### src/rtl/tcw_pkg.sv
`timescale 1ns/1ps
package tcw_pkg;
  // Each window option multiplies the window length by 2^SPAN_LOG_STEP.
  localparam int SPAN_LOG_STEP = 3;
  localparam int SPAN_OPTS     = 3;
  localparam int WD_W          = SPAN_LOG_STEP * SPAN_OPTS;

  // Strobes from control to datapath.
  typedef struct packed {
    logic clrUpper;  // force upper stages low
    logic wdRun;     // watchdog may count
    logic wdClr;     // watchdog count to zero
  } tcwStrobe_t;
endpackage

### src/rtl/tcw_datapath.sv
`timescale 1ns/1ps
module tcw_datapath
  import tcw_pkg::*;
#(
  parameter int STAGES   = 15,
  parameter int CLR_LO   = 11,
  parameter int WAKE_TAP = 14,
  parameter int WD_TAP   = 10
) (
  input  logic              clk,
  input  logic              rstN,
  input  logic              ph0Tick,
  input  logic [1:0]        wdSpan,
  input  tcwStrobe_t        strobe,
  output logic [STAGES:1]   taps,
  output logic              wakePulse,
  output logic              wdTerm
);
  localparam bit WAKE_IN_CLR = (WAKE_TAP >= CLR_LO);

  logic [STAGES:1] stage, stageNxt, toggle, fallEv;
  logic [WD_W-1:0] wdCnt, termVal;
  logic [1:0]      spanSel;
  logic            wakeQ;

  // Stage k toggles when all lower stages are high on a tick; it falls when it is high too.
  for (genvar k = 1; k <= STAGES; k++) begin : g_stage
    if (k == 1) begin : g_first
      assign toggle[k] = ph0Tick;
    end else begin : g_rest
      assign toggle[k] = ph0Tick & (&stage[k-1:1]);
    end
    assign fallEv[k] = toggle[k] & stage[k];
    if (k >= CLR_LO) begin : g_clr
      assign stageNxt[k] = strobe.clrUpper ? 1'b0 : (stage[k] ^ toggle[k]);
    end else begin : g_keep
      assign stageNxt[k] = stage[k] ^ toggle[k];
    end
  end

  always_ff @(posedge clk or negedge rstN) begin
    if (!rstN) begin
      stage <= '0;
      wakeQ <= 1'b0;
    end else begin
      stage <= stageNxt;
      wakeQ <= fallEv[WAKE_TAP] & ~(strobe.clrUpper & WAKE_IN_CLR);
    end
  end

  // Window end value: 2^(3*(sel+1)) - 1, with select 3 folded onto 2.
  always_comb begin
    spanSel = (wdSpan == 2'd3) ? 2'd2 : wdSpan;
    termVal = WD_W'((32'd1 << (SPAN_LOG_STEP * (32'(spanSel) + 32'd1))) - 32'd1);
  end

  always_ff @(posedge clk or negedge rstN) begin
    if (!rstN)                                wdCnt <= '0;
    else if (strobe.wdClr)                    wdCnt <= '0;
    else if (strobe.wdRun && fallEv[WD_TAP])  wdCnt <= wdCnt + 1'b1;
  end

  assign wdTerm    = strobe.wdRun & fallEv[WD_TAP] & (wdCnt == termVal);
  assign taps      = stage;
  assign wakePulse = wakeQ;
endmodule

### src/rtl/tcw_ctrl.sv
`timescale 1ns/1ps
module tcw_ctrl
  import tcw_pkg::*;
#(
  parameter int RST_LEN = 4
) (
  input  logic       clk,
  input  logic       rstN,
  input  logic       extRst,
  input  logic       divClr,
  input  logic       wdEnSet,
  input  logic       wdEnClr,
  input  logic       wdKick,
  input  logic       flagClr,
  input  logic       wdTerm,
  output tcwStrobe_t strobe,
  output logic       wdEn,
  output logic       wdFlag,
  output logic       rstReq
);
  localparam int RC_W = $clog2(RST_LEN + 1);

  logic [RC_W-1:0] rstCnt;
  logic            fire, pulsing;

  assign pulsing = (rstCnt != '0);
  // Kick, disable and pin reset all override a terminal fall.
  assign fire    = wdTerm & ~wdKick & ~wdEnClr & ~extRst;

  always_ff @(posedge clk or negedge rstN) begin
    if (!rstN) begin
      wdEn   <= 1'b0;
      wdFlag <= 1'b0;
      rstCnt <= '0;
    end else if (extRst) begin
      wdEn   <= 1'b0;
      wdFlag <= 1'b0;
      rstCnt <= '0;
    end else begin
      if (wdEnClr)      wdEn <= 1'b0;
      else if (wdEnSet) wdEn <= 1'b1;
      if (fire)         wdFlag <= 1'b1;
      else if (flagClr) wdFlag <= 1'b0;
      if (fire)         rstCnt <= RC_W'(RST_LEN);
      else if (pulsing) rstCnt <= rstCnt - 1'b1;
    end
  end

  always_comb begin
    strobe.clrUpper = divClr | extRst;
    strobe.wdRun    = wdEn & ~pulsing;
    strobe.wdClr    = extRst | wdKick | wdEnClr | fire | pulsing;
  end

  assign rstReq = pulsing;
endmodule

### src/rtl/tick_chain_wdog.sv
`timescale 1ns/1ps
module tick_chain_wdog
  import tcw_pkg::*;
#(
  parameter int STAGES   = 15,
  parameter int CLR_LO   = 11,
  parameter int WAKE_TAP = 14,
  parameter int WD_TAP   = 10,
  parameter int RST_LEN  = 4
) (
  input  logic              clk,
  input  logic              rstN,
  input  logic              extRst,
  input  logic              ph0Tick,
  input  logic [1:0]        wdSpan,
  input  logic              divClr,
  input  logic              wdEnSet,
  input  logic              wdEnClr,
  input  logic              wdKick,
  input  logic              flagClr,
  output logic [STAGES:1]   taps,
  output logic              wakePulse,
  output logic              rstReq,
  output logic              wdEn,
  output logic              wdFlag
);
  tcwStrobe_t strobe;
  logic       wdTerm;

  tcw_ctrl #(.RST_LEN(RST_LEN)) ctrl_i (
    .clk(clk), .rstN(rstN), .extRst(extRst), .divClr(divClr),
    .wdEnSet(wdEnSet), .wdEnClr(wdEnClr), .wdKick(wdKick), .flagClr(flagClr),
    .wdTerm(wdTerm), .strobe(strobe), .wdEn(wdEn), .wdFlag(wdFlag), .rstReq(rstReq)
  );

  tcw_datapath #(
    .STAGES(STAGES), .CLR_LO(CLR_LO), .WAKE_TAP(WAKE_TAP), .WD_TAP(WD_TAP)
  ) dp_i (
    .clk(clk), .rstN(rstN), .ph0Tick(ph0Tick), .wdSpan(wdSpan), .strobe(strobe),
    .taps(taps), .wakePulse(wakePulse), .wdTerm(wdTerm)
  );
endmodule

### config.mk
export PLATFORM = sky130hd
export DESIGN_NAME = tick_chain_wdog
export DESIGN_NICKNAME = d
export VERILOG_FILES = /design/src/rtl/tcw_pkg.sv /design/src/rtl/tcw_datapath.sv /design/src/rtl/tcw_ctrl.sv /design/src/rtl/tick_chain_wdog.sv
export SDC_FILE = /design/constraint.sdc
export NUM_CORES = 1
export LEC_CHECK = 0
export ABC_AREA = 1
export BUFFER_PORTS_ARGS = -buffer_cell sky130_fd_sc_hd__buf_4
export CAP_MARGIN = 20
export CORE_ASPECT_RATIO = 1.1
export CORE_MARGIN = 2
export CORE_UTILIZATION = 30
export DETAILED_ROUTE_END_ITERATION = 7
export PLACE_DENSITY = 0.47
export SLEW_MARGIN = 0
export SYNTH_ARGS = -nofsm -noshare
export SYNTH_HDL_FRONTEND = slang
export SYNTH_SLANG_ARGS = --single-unit
### constraint.sdc
create_clock -name clk -period 2.3 [get_ports clk]
set_input_delay 0.23 -clock clk [delete_from_list [all_inputs] [get_ports clk]]
set_output_delay 0.23 -clock clk [all_outputs]
set_load 0.005 [all_outputs]
; Word-level counts from Yosys, hierarchy flattened
; Index checks and enable logic that the tools add are counted.
[totals]
word_cells = 98
out_inout_bits = 19
in_bits = 11
ff_bits = 30
[classes]
n_addsub = 4
eq_ne = 2
muxes = 17
reduce_logical = 19
n_shift = 1
bitwise_logic = 48
mul = 1
[op_table]
columns = op, count
row1 = multiplier 2 x 32 -> 32 bit (first input constant), 1
row2 = left shift 1 x 32 -> 9 bit (first input constant), 1
row3 = bitwise AND 1 bit, 23
row4 = two-way mux 9 bit, 2
row5 = bitwise XOR 1 bit, 15
row6 = AND reduction 14 bit, 1
row7 = AND reduction 13 bit, 1
row8 = AND reduction 12 bit, 1
row9 = nonzero test 3 bit, 4
row10 = two-way mux 1 bit, 11
row11 = AND reduction 11 bit, 1
row12 = AND reduction 10 bit, 1
row13 = adder 9 x 1 -> 9 bit (second input constant), 1
row14 = == test 9 bit, 1
row15 = two-way mux 3 bit, 3
row16 = AND reduction 9 bit, 1
row17 = subtractor 9 x 1 -> 9 bit (second input constant), 1
row18 = AND reduction 8 bit, 1
row19 = AND reduction 7 bit, 1
row20 = AND reduction 6 bit, 1
row21 = NOT 1 bit, 5
row22 = bitwise OR 1 bit, 5
row23 = AND reduction 5 bit, 1
row24 = AND reduction 4 bit, 1
row25 = 8 further kinds, 8

; Logic depth before layout (Yosys ltp)
; Gate-level depths: netlist of the first run.
[depth]
word_depth = 14
mapped_depth = 12
depth_no_buf = 12

; Cells and area by module
; Synthesis of the first run repeated with hierarchy kept, for this count alone.
[hier_totals]
cells_unflattened = 197
hier_area_um2 = 1597.8
[by_module_without_submodules]
columns = mod, area_each_um2, seq_area_each_um2, n_inst, cells_per_inst
row1 = tcw_datapath, 1285.0, 625.6, 1, 159
row2 = tcw_ctrl, 312.8, 125.1, 1, 38

; Worst setup path before layout of the first run
; Ideal clock, no wire load.
[synth_timing]
path_kind = reg-to-reg
from = reg dp_i.stage, in the netlist dp_i.taps[2]
to = reg dp_i.wdCnt[6]
arrival_ps = 1668
required_ps = 2182
n_path_buf = 0
path_stages_with_launch = 13
slack_ps = 514
setup_ps = 118
synth_period_minus_slack_ps = 1786
path_cell_list = dfrtp_1 nand2_2 nor2_2 nand3_1 nor2_1 ha_1 nand2_2 nor2_8 nand2_2 nor2_2 nand2_2 nand2_4 nor2_1
[synth_via]
elab_chain_cells = 11
elab_cells_between_ends = 13
cone_classes = 1 x mux / 9 x bitwise / 3 x reduce/logical
[synth_lines]
columns = item, line
row1 = "start, declared", tcw_datapath.sv:21  ; logic [STAGES:1] stage, stageNxt, toggle, fallEv;
row2 = "start signal, assigned", tcw_datapath.sv:46  ; stage <= stageNxt;
row3 = AND reduction 9 bit (*), tcw_datapath.sv:31  ; assign toggle[k] = ph0Tick & (&stage[k-1:1]);
row4 = bitwise AND 1 bit (*), tcw_datapath.sv:31
row5 = bitwise AND 1 bit (*), tcw_datapath.sv:33  ; assign fallEv[k] = toggle[k] & stage[k];
row6 = bitwise AND 1 bit (2 in series), tcw_datapath.sv:63  ; assign wdTerm = strobe.wdRun & fallEv[WD_TAP] & (wdCnt == termVal);
row7 = bitwise AND 1 bit (3 in series), tcw_ctrl.sv:28  ; assign fire = wdTerm & ~wdKick & ~wdEnClr & ~extRst;
row8 = bitwise OR 1 bit (2 in series), tcw_ctrl.sv:52  ; strobe.wdClr = extRst | wdKick | wdEnClr | fire | pulsing;
row9 = two-way mux 9 bit / nonzero test 2 bit (equally long branches), -
row10 = "end signal, assigned", tcw_datapath.sv:60  ; else if (strobe.wdRun && fallEv[WD_TAP]) wdCnt <= wdCnt + 1'b1;
row11 = "end, declared", tcw_datapath.sv:22  ; logic [WD_W-1:0] wdCnt, termVal;
; Mark *: on every way between the ends. The rest lies on a longest branch, timed or not.
; A chain may end at the register's enable or synchronous reset.

; Worst setup path in the final report of the first run
[layout_timing]
from = reg dp_i.stage, in the netlist dp_i.taps[2]
to = reg dp_i.wdCnt[5]
; The elaborated chain is that of the path after synthesis.

==> flow_summary.json, run 1 <==
{
  "grt-ovfl-total": 0,
  "final_nets": 259,
  "hold_viol_final": 0,
  "die_area_um2": 6110,
  "io_pins": 30,
  "leakagePower_uw": 0.00107,
  "cp.required_ns": 2.47,
  "p_per_area_nw_per_um2": 796,
  "critPathMaxFanout": 10,
  "drive_above_1_share_pct": 21.1,
  "hp-class": "in -> reg",
  "fin_crit_ns": 1.96,
  "row_count": 28,
  "r2r_end": "dp_i.wdCnt[5]$_DFFE_PN0P_",
  "end_kind": "flop",
  "drc": 0,
  "synthAdderAreaFrac_pct": 5.31,
  "io_buffers": 29,
  "cts_made_buffers": 5,
  "synth-compound-area-share_pct": 3.79,
  "syn_nets": 222,
  "start_util_pct": 30.8,
  "track_usage_pct": 12.4,
  "yosys.area_share.xor_xnor_pct": 7.97,
  "clk_latency_ns": 0.27,
  "reg2reg_from": "dp_i.taps[2]$_DFF_PN0_",
  "die_h_um": 81.8,
  "slew_headroom_pct": 74.4,
  "antenna_left": 0,
  "cts.htree.levels": 2,
  "clkSlewWorstSetupHoldPaths_ns": 0.06,
  "netlist_instances": 204,
  "ys_seq_area_share_pct": 45.5,
  "grt_max_degree": 31,
  "crit_type": "reg -> reg",
  "cp-endpoint": "dp_i.wdCnt[5]$_DFFE_PN0P_",
  "fin_util_pct": 38.5,
  "wl_per_cell_um": 10.5,
  "cts_tree": "yes",
  "clk_path_buf_depth": 2,
  "maxCapViolations": 0,
  "rsz0062_at_grt": "no",
  "synth_cell_types": 21,
  "critical_path_arrival_ns": 2.12,
  "cts.sinks": 30,
  "slew_viol_final": 0,
  "reg2regPathDepth": 12,
  "vias_per_cell": 4.16,
  "tightestPinTransition_ns": 0.384,
  "ys_seq_elements": 30,
  "drt_pass1_iterations": 4,
  "peakVddDrop_uv": 354,
  "start_kind": "flop",
  "synth_top_family_by_area": "simple AND/OR/NAND/NOR gates",
  "yosysWarnings": 0,
  "dpl.hpwl_um": 2530,
  "detailroute.via_count": 1319,
  "die_w_um": 74.7,
  "synthSimpleGateAreaFrac_pct": 29.1,
  "timing.final.crit_share_pct": 85.2,
  "critPathLaunch": "dp_i.taps[2]$_DFF_PN0_",
  "core_area_um2": 5360,
  "finalSetupViolations": 0,
  "timing.fmax_mhz": 510,
  "fin_tns_setup_ns": 0,
  "r2r_slack_ns": 0.34,
  "grt_pass1_wl_um": 5790,
  "antenna_found_initial": 0,
  "drtIter0Drc": 48,
  "syn-mean-instance-area_um2": 8.08,
  "first_global_vias": 1302,
  "diodes": 0,
  "hold_depth": 2,
  "area_delta_synth_final_pct": 25.0,
  "fin_worst_skew_ns": 0.00348,
  "fill_cells": 590,
  "clockRootBuffer": "clkbuf_8",
  "outcome": "completed",
  "netlist_area_um2": 1650,
  "gp_congestion": 0.728,
  "routed_wirelength_um": 3310,
  "synth_mux_area_share_pct": 0.607
}
-- cells in the final DEF, fill, tap and decap left out --
cell	instances
dlygate4sd3_1	1
nor2_4	1
nor2_8	1
inv_2	1
xnor2_1	1
nand3_2	1
nor2_1	40
nand2_2	5
buf_4	29
clkbuf_1	1
xor2_1	14
ha_1	7
o21ai_0	6
a21oi_1	5
inv_1	33
o21bai_1	1
nand3b_1	1
nor2_2	3
nand2_1	42
nor3_2	1
dfrtp_1	30
clkinv_2	1
mux2i_1	1
nand2_4	2
clkbuf_8	6
nand3_1	8
-- metrics by stage --
| stage | cell area (µm²) | std cells | hold slack (ns) | setup WS (ns) | total power (µW) |
|---|---|---|---|---|---|
| floorplan | 1650 | 204 | -0.0656 | 0.514 | 1020 |
| global placement | 1960 | 308 | 0.189 | 0.339 | 1230 |
| detailed placement | 1960 | 308 | 0.187 | 0.300 | 1230 |
| CTS | 2060 | 317 | 0.123 | 0.295 | 1680 |
| global route | 2060 | 317 | 0.128 | 0.108 | 1770 |
| finish | 2060 | 317 | 0.129 | 0.340 | 1640 |
-- repair_timing --
action	CTS	global route
hold buffers	1	0
setup buffers	0	0
gates resized for setup	0	0
hold endpoints to repair	30	0
-- cells by family after synthesis --
family                     after synthesis
and+or+nand+nor                        105
AOI/OAI and AO/OA                       12
xor gates and xnor gates                15
muxes                                    1
DFF                                     30
buffers and inverters                   34
adders and majority gates                7
-- registers in the layout, summed over array words and instances, names as in the netlist --
name            flops
dp_i.wdCnt          9
ctrl_i.wdEn         1
ctrl_i.rstCnt       3
ctrl_i.wdFlag       1
dp_i.taps          15
dp_i.wakePulse      1
-- layer usage --
metal / part of all wire (%) / global-route usage, %
met3: 4.4 / 3.44
met4: 0.78 / 3.75
met2: 46 / 19.8
met5: 0 / 0
met1: 49 / 16.4
-- power by group --
group          switching [µW]  total, µW  internal (µW)
Combinational             281        515            235
Sequential               75.2        692            617
Clock                     193        434            241
-- synthesized netlist by cell type --
library cell / number / area [µm²]
xnor2_1: 1 / 8.76
mux2i_1: 1 / 10.0
inv_1: 33 / 124
ha_1: 7 / 87.6
nand3_2: 1 / 10.0
nor2_8: 1 / 20.0
o21bai_1: 1 / 7.51
o21ai_0: 6 / 30.0
nand2_4: 2 / 22.5
nor2_2: 3 / 18.8
dfrtp_1: 30 / 751
xor2_1: 14 / 123
nor3_2: 1 / 10.0
nand3b_1: 1 / 7.51
nor2_1: 40 / 150
nor2_4: 1 / 11.3
a21oi_1: 5 / 25.0
inv_2: 1 / 3.75
nand2_1: 42 / 158
nand3_1: 8 / 40.0
nand2_2: 5 / 31.3
-- critical path: stages (launching register included) --
cell and delay, ns:
dfrtp_1 0.40, nand2_2 0.09, nor2_2 0.21, nand3_1 0.15, nor2_1 0.12, ha_1 0.16
nand2_2 0.09, nor2_8 0.19, nand2_2 0.06, nor2_2 0.09, nand2_2 0.10, nand2_4 0.12
nor2_1 0.06
-- worst min-delay path by stage --
stage	from	endpoint	slack (ns)
CTS	extRst	ctrl_i.rstCnt[2]$_DFFE_PN0P_	0.12
global route	extRst	ctrl_i.wdFlag$_DFFE_PN0P_	0.13
detailed placement	rstN	dp_i.wdCnt[3]$_DFFE_PN0P_	0.19
finish	extRst	ctrl_i.rstCnt[2]$_DFFE_PN0P_	0.13
global placement	rstN	dp_i.wdCnt[3]$_DFFE_PN0P_	0.19
floorplan	rstN	ctrl_i.rstCnt[0]$_DFFE_PN0P_	-0.07
-- final cells by class --
| cell class | count | area, µm² | share of cell area (%) |
|---|---|---|---|
| multi-input cells | 140 | 771 | 37.4 |
| clock inverters | 1 | 5.00 | 0.243 |
| clock buffers | 7 | 86.3 | 4.19 |
| inverters | 34 | 128 | 6.19 |
| repair buffers | 30 | 228 | 11.0 |
| well taps | 75 | 93.8 | 4.55 |
| flip-flops and latches | 30 | 751 | 36.4 |
No activity file was read; power rests on OpenSTA's default activity.
==> inputs of run 2 (changes only) <==
==> constraint.sdc (replaced) <==
create_clock -name clk -period 2.3 [get_ports clk]
set_input_delay 0.575 -clock clk [delete_from_list [all_inputs] [get_ports clk]]
set_output_delay 0.575 -clock clk [all_outputs]
set_load 0.005 [all_outputs]
==> flow_summary.json, run 2 (synthesized netlist as in run 1, its figures left out) <==
{
  "crit_type": "reg -> reg",
  "clockRootBuffer": "clkbuf_8",
  "reg2reg_from": "dp_i.taps[6]$_DFF_PN0_",
  "finalSetupViolations": 0,
  "maxCapViolations": 0,
  "timing.final.crit_share_pct": 87.0,
  "final_nets": 258,
  "dr_wl_met3_um": 131,
  "routed_wirelength_um": 3360,
  "io_buffers": 29,
  "cp-endpoint": "dp_i.wdCnt[5]$_DFFE_PN0P_",
  "drc": 0,
  "r2r_slack_ns": 0.30,
  "diodes": 0,
  "vias_per_cell": 4.18,
  "total_power_uw": 1650,
  "antenna_left": 0,
  "critPathLaunch": "dp_i.taps[6]$_DFF_PN0_",
  "clk_latency_ns": 0.28,
  "hp-class": "in -> async",
  "cp_top_family": "simple AND/OR/NAND/NOR gates",
  "gp_congestion": 0.731,
  "track_usage_pct": 12.6,
  "end_kind": "flop",
  "fin_tns_setup_ns": 0,
  "core_area_um2": 5360,
  "antenna_found_initial": 0,
  "die_area_um2": 6110,
  "dpl.hpwl_um": 2480,
  "drtIter0Drc": 39,
  "largest_register_ffs": 15,
  "wl_met1_um": 1520,
  "rsz0062_at_grt": "no",
  "cts_tree": "yes",
  "critPathMaxFanout": 10,
  "hold_viol_final": 0,
  "row_count": 28,
  "slew_viol_final": 0,
  "postCtsSetupRepairBufs": 0,
  "start_kind": "flop",
  "r2r_end": "dp_i.wdCnt[5]$_DFFE_PN0P_",
  "postCtsResizedCells": 0,
  "clkSlewWorstSetupHoldPaths_ns": 0.06,
  "cts.htree.levels": 2,
  "critical_path_arrival_ns": 2.17,
  "postCtsHoldBufs": 0,
  "cts_made_buffers": 5,
  "crit_chain": "nand2_1, nor2_1, nand3_1, nor2_1, ha_1, nand2_2, nor2_8, nand2_2, nor2_2, nand2_2, nand2_4, nor2_1",
  "drive_above_1_share_pct": 21.2,
  "p_per_area_nw_per_um2": 804,
  "cts.sinks": 30,
  "slew_headroom_pct": 73.6,
  "slowest_stage": "dfrtp_1",
  "fin_util_pct": 38.3,
  "clk_path_buf_depth": 2,
  "die_w_um": 74.7,
  "mostFrequentLayoutCell": "nand2_1",
  "area_delta_synth_final_pct": 24.4,
  "drt_pass1_iterations": 4,
  "grt_pass1_wl_um": 5790,
  "path_buf_inv": 0,
  "timing.fmax_mhz": 499,
  "die_h_um": 81.8,
  "detailroute.via_count": 1321,
  "fin_crit_ns": 2.00,
  "start_util_pct": 30.8,
  "cpPeakStageDelay_ns": 0.41,
  "final_cell_mix": "nand2_1 (42), nor2_1 (40), inv_1 (33)",
  "first_global_vias": 1319,
  "leakagePower_uw": 0.00106,
  "wl_per_cell_um": 10.6,
  "reg2regPathDepth": 12,
  "io_pins": 30,
  "tightestPinTransition_ns": 0.397,
  "fin_worst_skew_ns": 0.00578,
  "grt_max_degree": 31,
  "whs_ns": 0.219,
  "grt-ovfl-total": 0,
  "peakVddDrop_uv": 361,
  "cp.required_ns": 2.47,
  "wl_met2_um": 1630,
  "outcome": "completed",
  "top_layer": "met4",
  "worst-path-stages": 12
}
[run 2: cell types whose count changed in the layout (fill, tap and decap cells not counted), sizes merged]
cell         delta
dlygate4sd3     -1
[run 2: area by class of cell]
type	instances	area, µm²
tap	75	93.8
sequential	30	751
multi-input combinational	140	771
fill	576	3310
inverter	34	128
clock buffer	7	86.3
timing repair buffer	29	218
clock inverter	1	5.00
[run 2: metrics by stage]
stage | area (µm²) | setup WS [ns] | instances
2_1_floorplan | 1650 | 0.473 | 204
3_3_place_gp | 1960 | 0.220 | 308
3_5_place_dp | 1960 | 0.178 | 308
4_1_cts | 2050 | 0.252 | 316
5_1_grt | 2050 | 0.0661 | 316
6_report | 2050 | 0.298 | 316
[run 2: worst min path at each step]
| stage | to | slack (ns) | cells past startpoint |
|---|---|---|---|
| after CTS | dp_i.wdCnt[8]$_DFFE_PN0P_ | 0.23 | 1 |
| after global routing | dp_i.wdCnt[8]$_DFFE_PN0P_ | 0.25 | 1 |
| after floorplan | ctrl_i.rstCnt[0]$_DFFE_PN0P_ | 0.28 | 0 |
| after detailed placement | dp_i.taps[6]$_DFF_PN0_ | 0.52 | 1 |
| final | dp_i.wdCnt[8]$_DFFE_PN0P_ | 0.22 | 1 |
| after global placement | dp_i.taps[3]$_DFF_PN0_ | 0.51 | 1 |
[run 2: routing by layer]
metal  vias to the layer above  track usage (%)
li1                        684                -
met1                       602             15.5
met2                        26             20.4
met3                         9             2.94
met4                         0             6.43
met5                         -                0
[run 2: worst register-to-register path, stage by stage, from the launching register on]
cell and delay (ns):
dfrtp_1 0.41, nand2_1 0.09, nor2_1 0.22, nand3_1 0.17, nor2_1 0.12, ha_1 0.16, nand2_2 0.09, nor2_8 0.20
nand2_2 0.07, nor2_2 0.09, nand2_2 0.10, nand2_4 0.13, nor2_1 0.06
[run 2: report_power, final]
part           switching (µW)  internal (µW)
sequential               79.8            617
combinational             285            233
clock                     194            241
total                     559           1090
==> inputs of run 3 (changes only) <==
Settings changed: RECOVER_POWER set to 100.
==> flow_summary.json, run 3 (synthesized netlist as in run 1, its figures left out) <==
{
  "outcome": "finished with violations",
  "violations": "capacitance limit, slew limit",
  "detailroute.via_count": 1326,
  "end_kind": "output pin",
  "cp-endpoint": "rstReq",
  "crit_type": "reg -> out",
  "fin_ws_ns": 0.272,
  "p_sw_share_pct": 33.4,
  "rsz0062_at_grt": "no",
  "mostFrequentLayoutCell": "nand2_1",
  "slew_viol_final": 31,
  "area_delta_synth_final_pct": 22.2,
  "power_frac_comb_pct": 29.8,
  "peakVddDrop_uv": 342,
  "clkSlewWorstSetupHoldPaths_ns": 0.06,
  "drc": 0,
  "grt_pass1_wl_um": 5790,
  "r2r_slack_ns": 0.28,
  "clk_latency_ns": 0.28,
  "postCtsHoldBufs": 0,
  "grt-ovfl-total": 0,
  "hold_depth": 2,
  "tightestPinTransition_ns": 1.66,
  "fin_area_um2": 2020,
  "cp.required_ns": 1.73,
  "reg2reg_from": "dp_i.taps[6]$_DFF_PN0_",
  "cts_tree": "yes",
  "row_count": 28,
  "p_int_uw": 1070,
  "final_cell_mix": "nand2_1 (47), nor2_1 (42), inv_1 (33)",
  "core_area_um2": 5360,
  "fin_worst_skew_ns": 0.00586,
  "wl_per_cell_um": 10.6,
  "hold_viol_final": 0,
  "slew_headroom_pct": -10.6,
  "reg2regPathDepth": 12,
  "gp_congestion": 0.731,
  "timing.fmax_mhz": 493,
  "clkPwrFrac_pct": 27.1,
  "critical_path_arrival_ns": 1.45,
  "dpl_cell_area_um2": 1960,
  "start_kind": "flop",
  "cts_made_buffers": 5,
  "drtIter0Drc": 40,
  "grt_max_degree": 31,
  "largest_register_ffs": 15,
  "fin_tns_setup_ns": 0,
  "cts.htree.levels": 2,
  "dp_slack_ns": 0.178,
  "crit_chain": "inv_1, ha_1, nand2_1, buf_4",
  "die_area_um2": 6110,
  "drt_pass1_iterations": 4,
  "routed_wirelength_um": 3350,
  "timing.final.crit_share_pct": 88.2,
  "vias_per_cell": 4.20,
  "p_seq_share_pct": 43.0,
  "maxCapViolations": 1,
  "p_per_area_nw_per_um2": 797,
  "die_w_um": 74.7,
  "drive_above_1_share_pct": 17.4,
  "antenna_left": 0,
  "antenna_found_initial": 0,
  "cts.sinks": 30,
  "fin_crit_ns": 2.03,
  "hp-class": "in -> reg",
  "whs_ns": 0.473,
  "dpl.hpwl_um": 2480,
  "die_h_um": 81.8,
  "total_power_uw": 1610,
  "clockRootBuffer": "clkbuf_8",
  "leakagePower_uw": 0.00105,
  "io_pins": 30,
  "finalSetupViolations": 0,
  "critPathLaunch": "ctrl_i.rstCnt[0]$_DFFE_PN0P_",
  "track_usage_pct": 12.6,
  "postCtsResizedCells": 0,
  "switching_power_uw": 536,
  "fill_cells": 581,
  "cpPeakStageDelay_ns": 0.36,
  "r2r_end": "dp_i.wdCnt[5]$_DFFE_PN0P_",
  "critPathMaxFanout": 8,
  "slowest_stage": "dfrtp_1",
  "clk_path_buf_depth": 2,
  "final_nets": 258,
  "io_buffers": 29,
  "diodes": 0,
  "first_global_vias": 1319,
  "postCtsSetupRepairBufs": 0,
  "start_util_pct": 30.8
}
[run 3: changes by cell type in the layout (fill, tap and decap cells not counted), sizes merged]
cell | previous run | this run
clkbuf | 7 | 27
buf | 29 | 9
[run 3: worst min path at each step]
stage	endpoint	startpoint
floorplan	ctrl_i.rstCnt[0]$_DFFE_PN0P_	rstN
global placement	dp_i.taps[3]$_DFF_PN0_	dp_i.taps[3]$_DFF_PN0_
detailed placement	dp_i.taps[6]$_DFF_PN0_	dp_i.taps[6]$_DFF_PN0_
CTS	dp_i.wdCnt[8]$_DFFE_PN0P_	rstN
global route	ctrl_i.rstCnt[2]$_DFFE_PN0P_	extRst
finish	ctrl_i.rstCnt[2]$_DFFE_PN0P_	extRst
[run 3: power groups by stage]
| stage | sequential [µW] | clock, µW | combinational [µW] |
|---|---|---|---|
| 3_3_place_gp | 709 | 0 | 523 |
| 4_1_cts | 698 | 457 | 529 |
| 2_1_floorplan | 699 | 0 | 316 |
| 3_5_place_dp | 709 | 0 | 524 |
| 6_report | 691 | 435 | 479 |
| 5_1_grt | 701 | 479 | 539 |
[run 3: layout make-up]
cell class	instances	area [µm²]	area share, %
clock buffers	7	86.3	4.28
multi-input cells	140	738	36.6
repair buffers	29	214	10.6
inverters	34	128	6.33
well taps	75	93.8	4.66
flip-flops and latches	30	751	37.2
clock inverters	1	5.00	0.248
[run 3: per-layer routing]
layer	share of wire (%)	wire [µm]	track usage, %	up-vias
li1	-	-	-	684
met1	46	1540	15.5	605
met2	47	1590	20.4	28
met3	4.2	140	2.94	9
met4	2.4	81	6.43	0
met5	0	0	0	-
[run 3: metrics by stage]
stage | std cells | utilization (%)
floorplan | 204 | -
global placement | 308 | 36.6
detailed placement | 308 | 36.6
CTS | 316 | 38.3
global route | 316 | 37.6
finish | 316 | 37.6
[run 3: critical path: cells and delay by family, from the launching register on]
family        cells  cell delay [ns]
fa+ha+maj         1             0.15
buf+inv           2             0.37
simple gates      1             0.29
flops             1             0.36
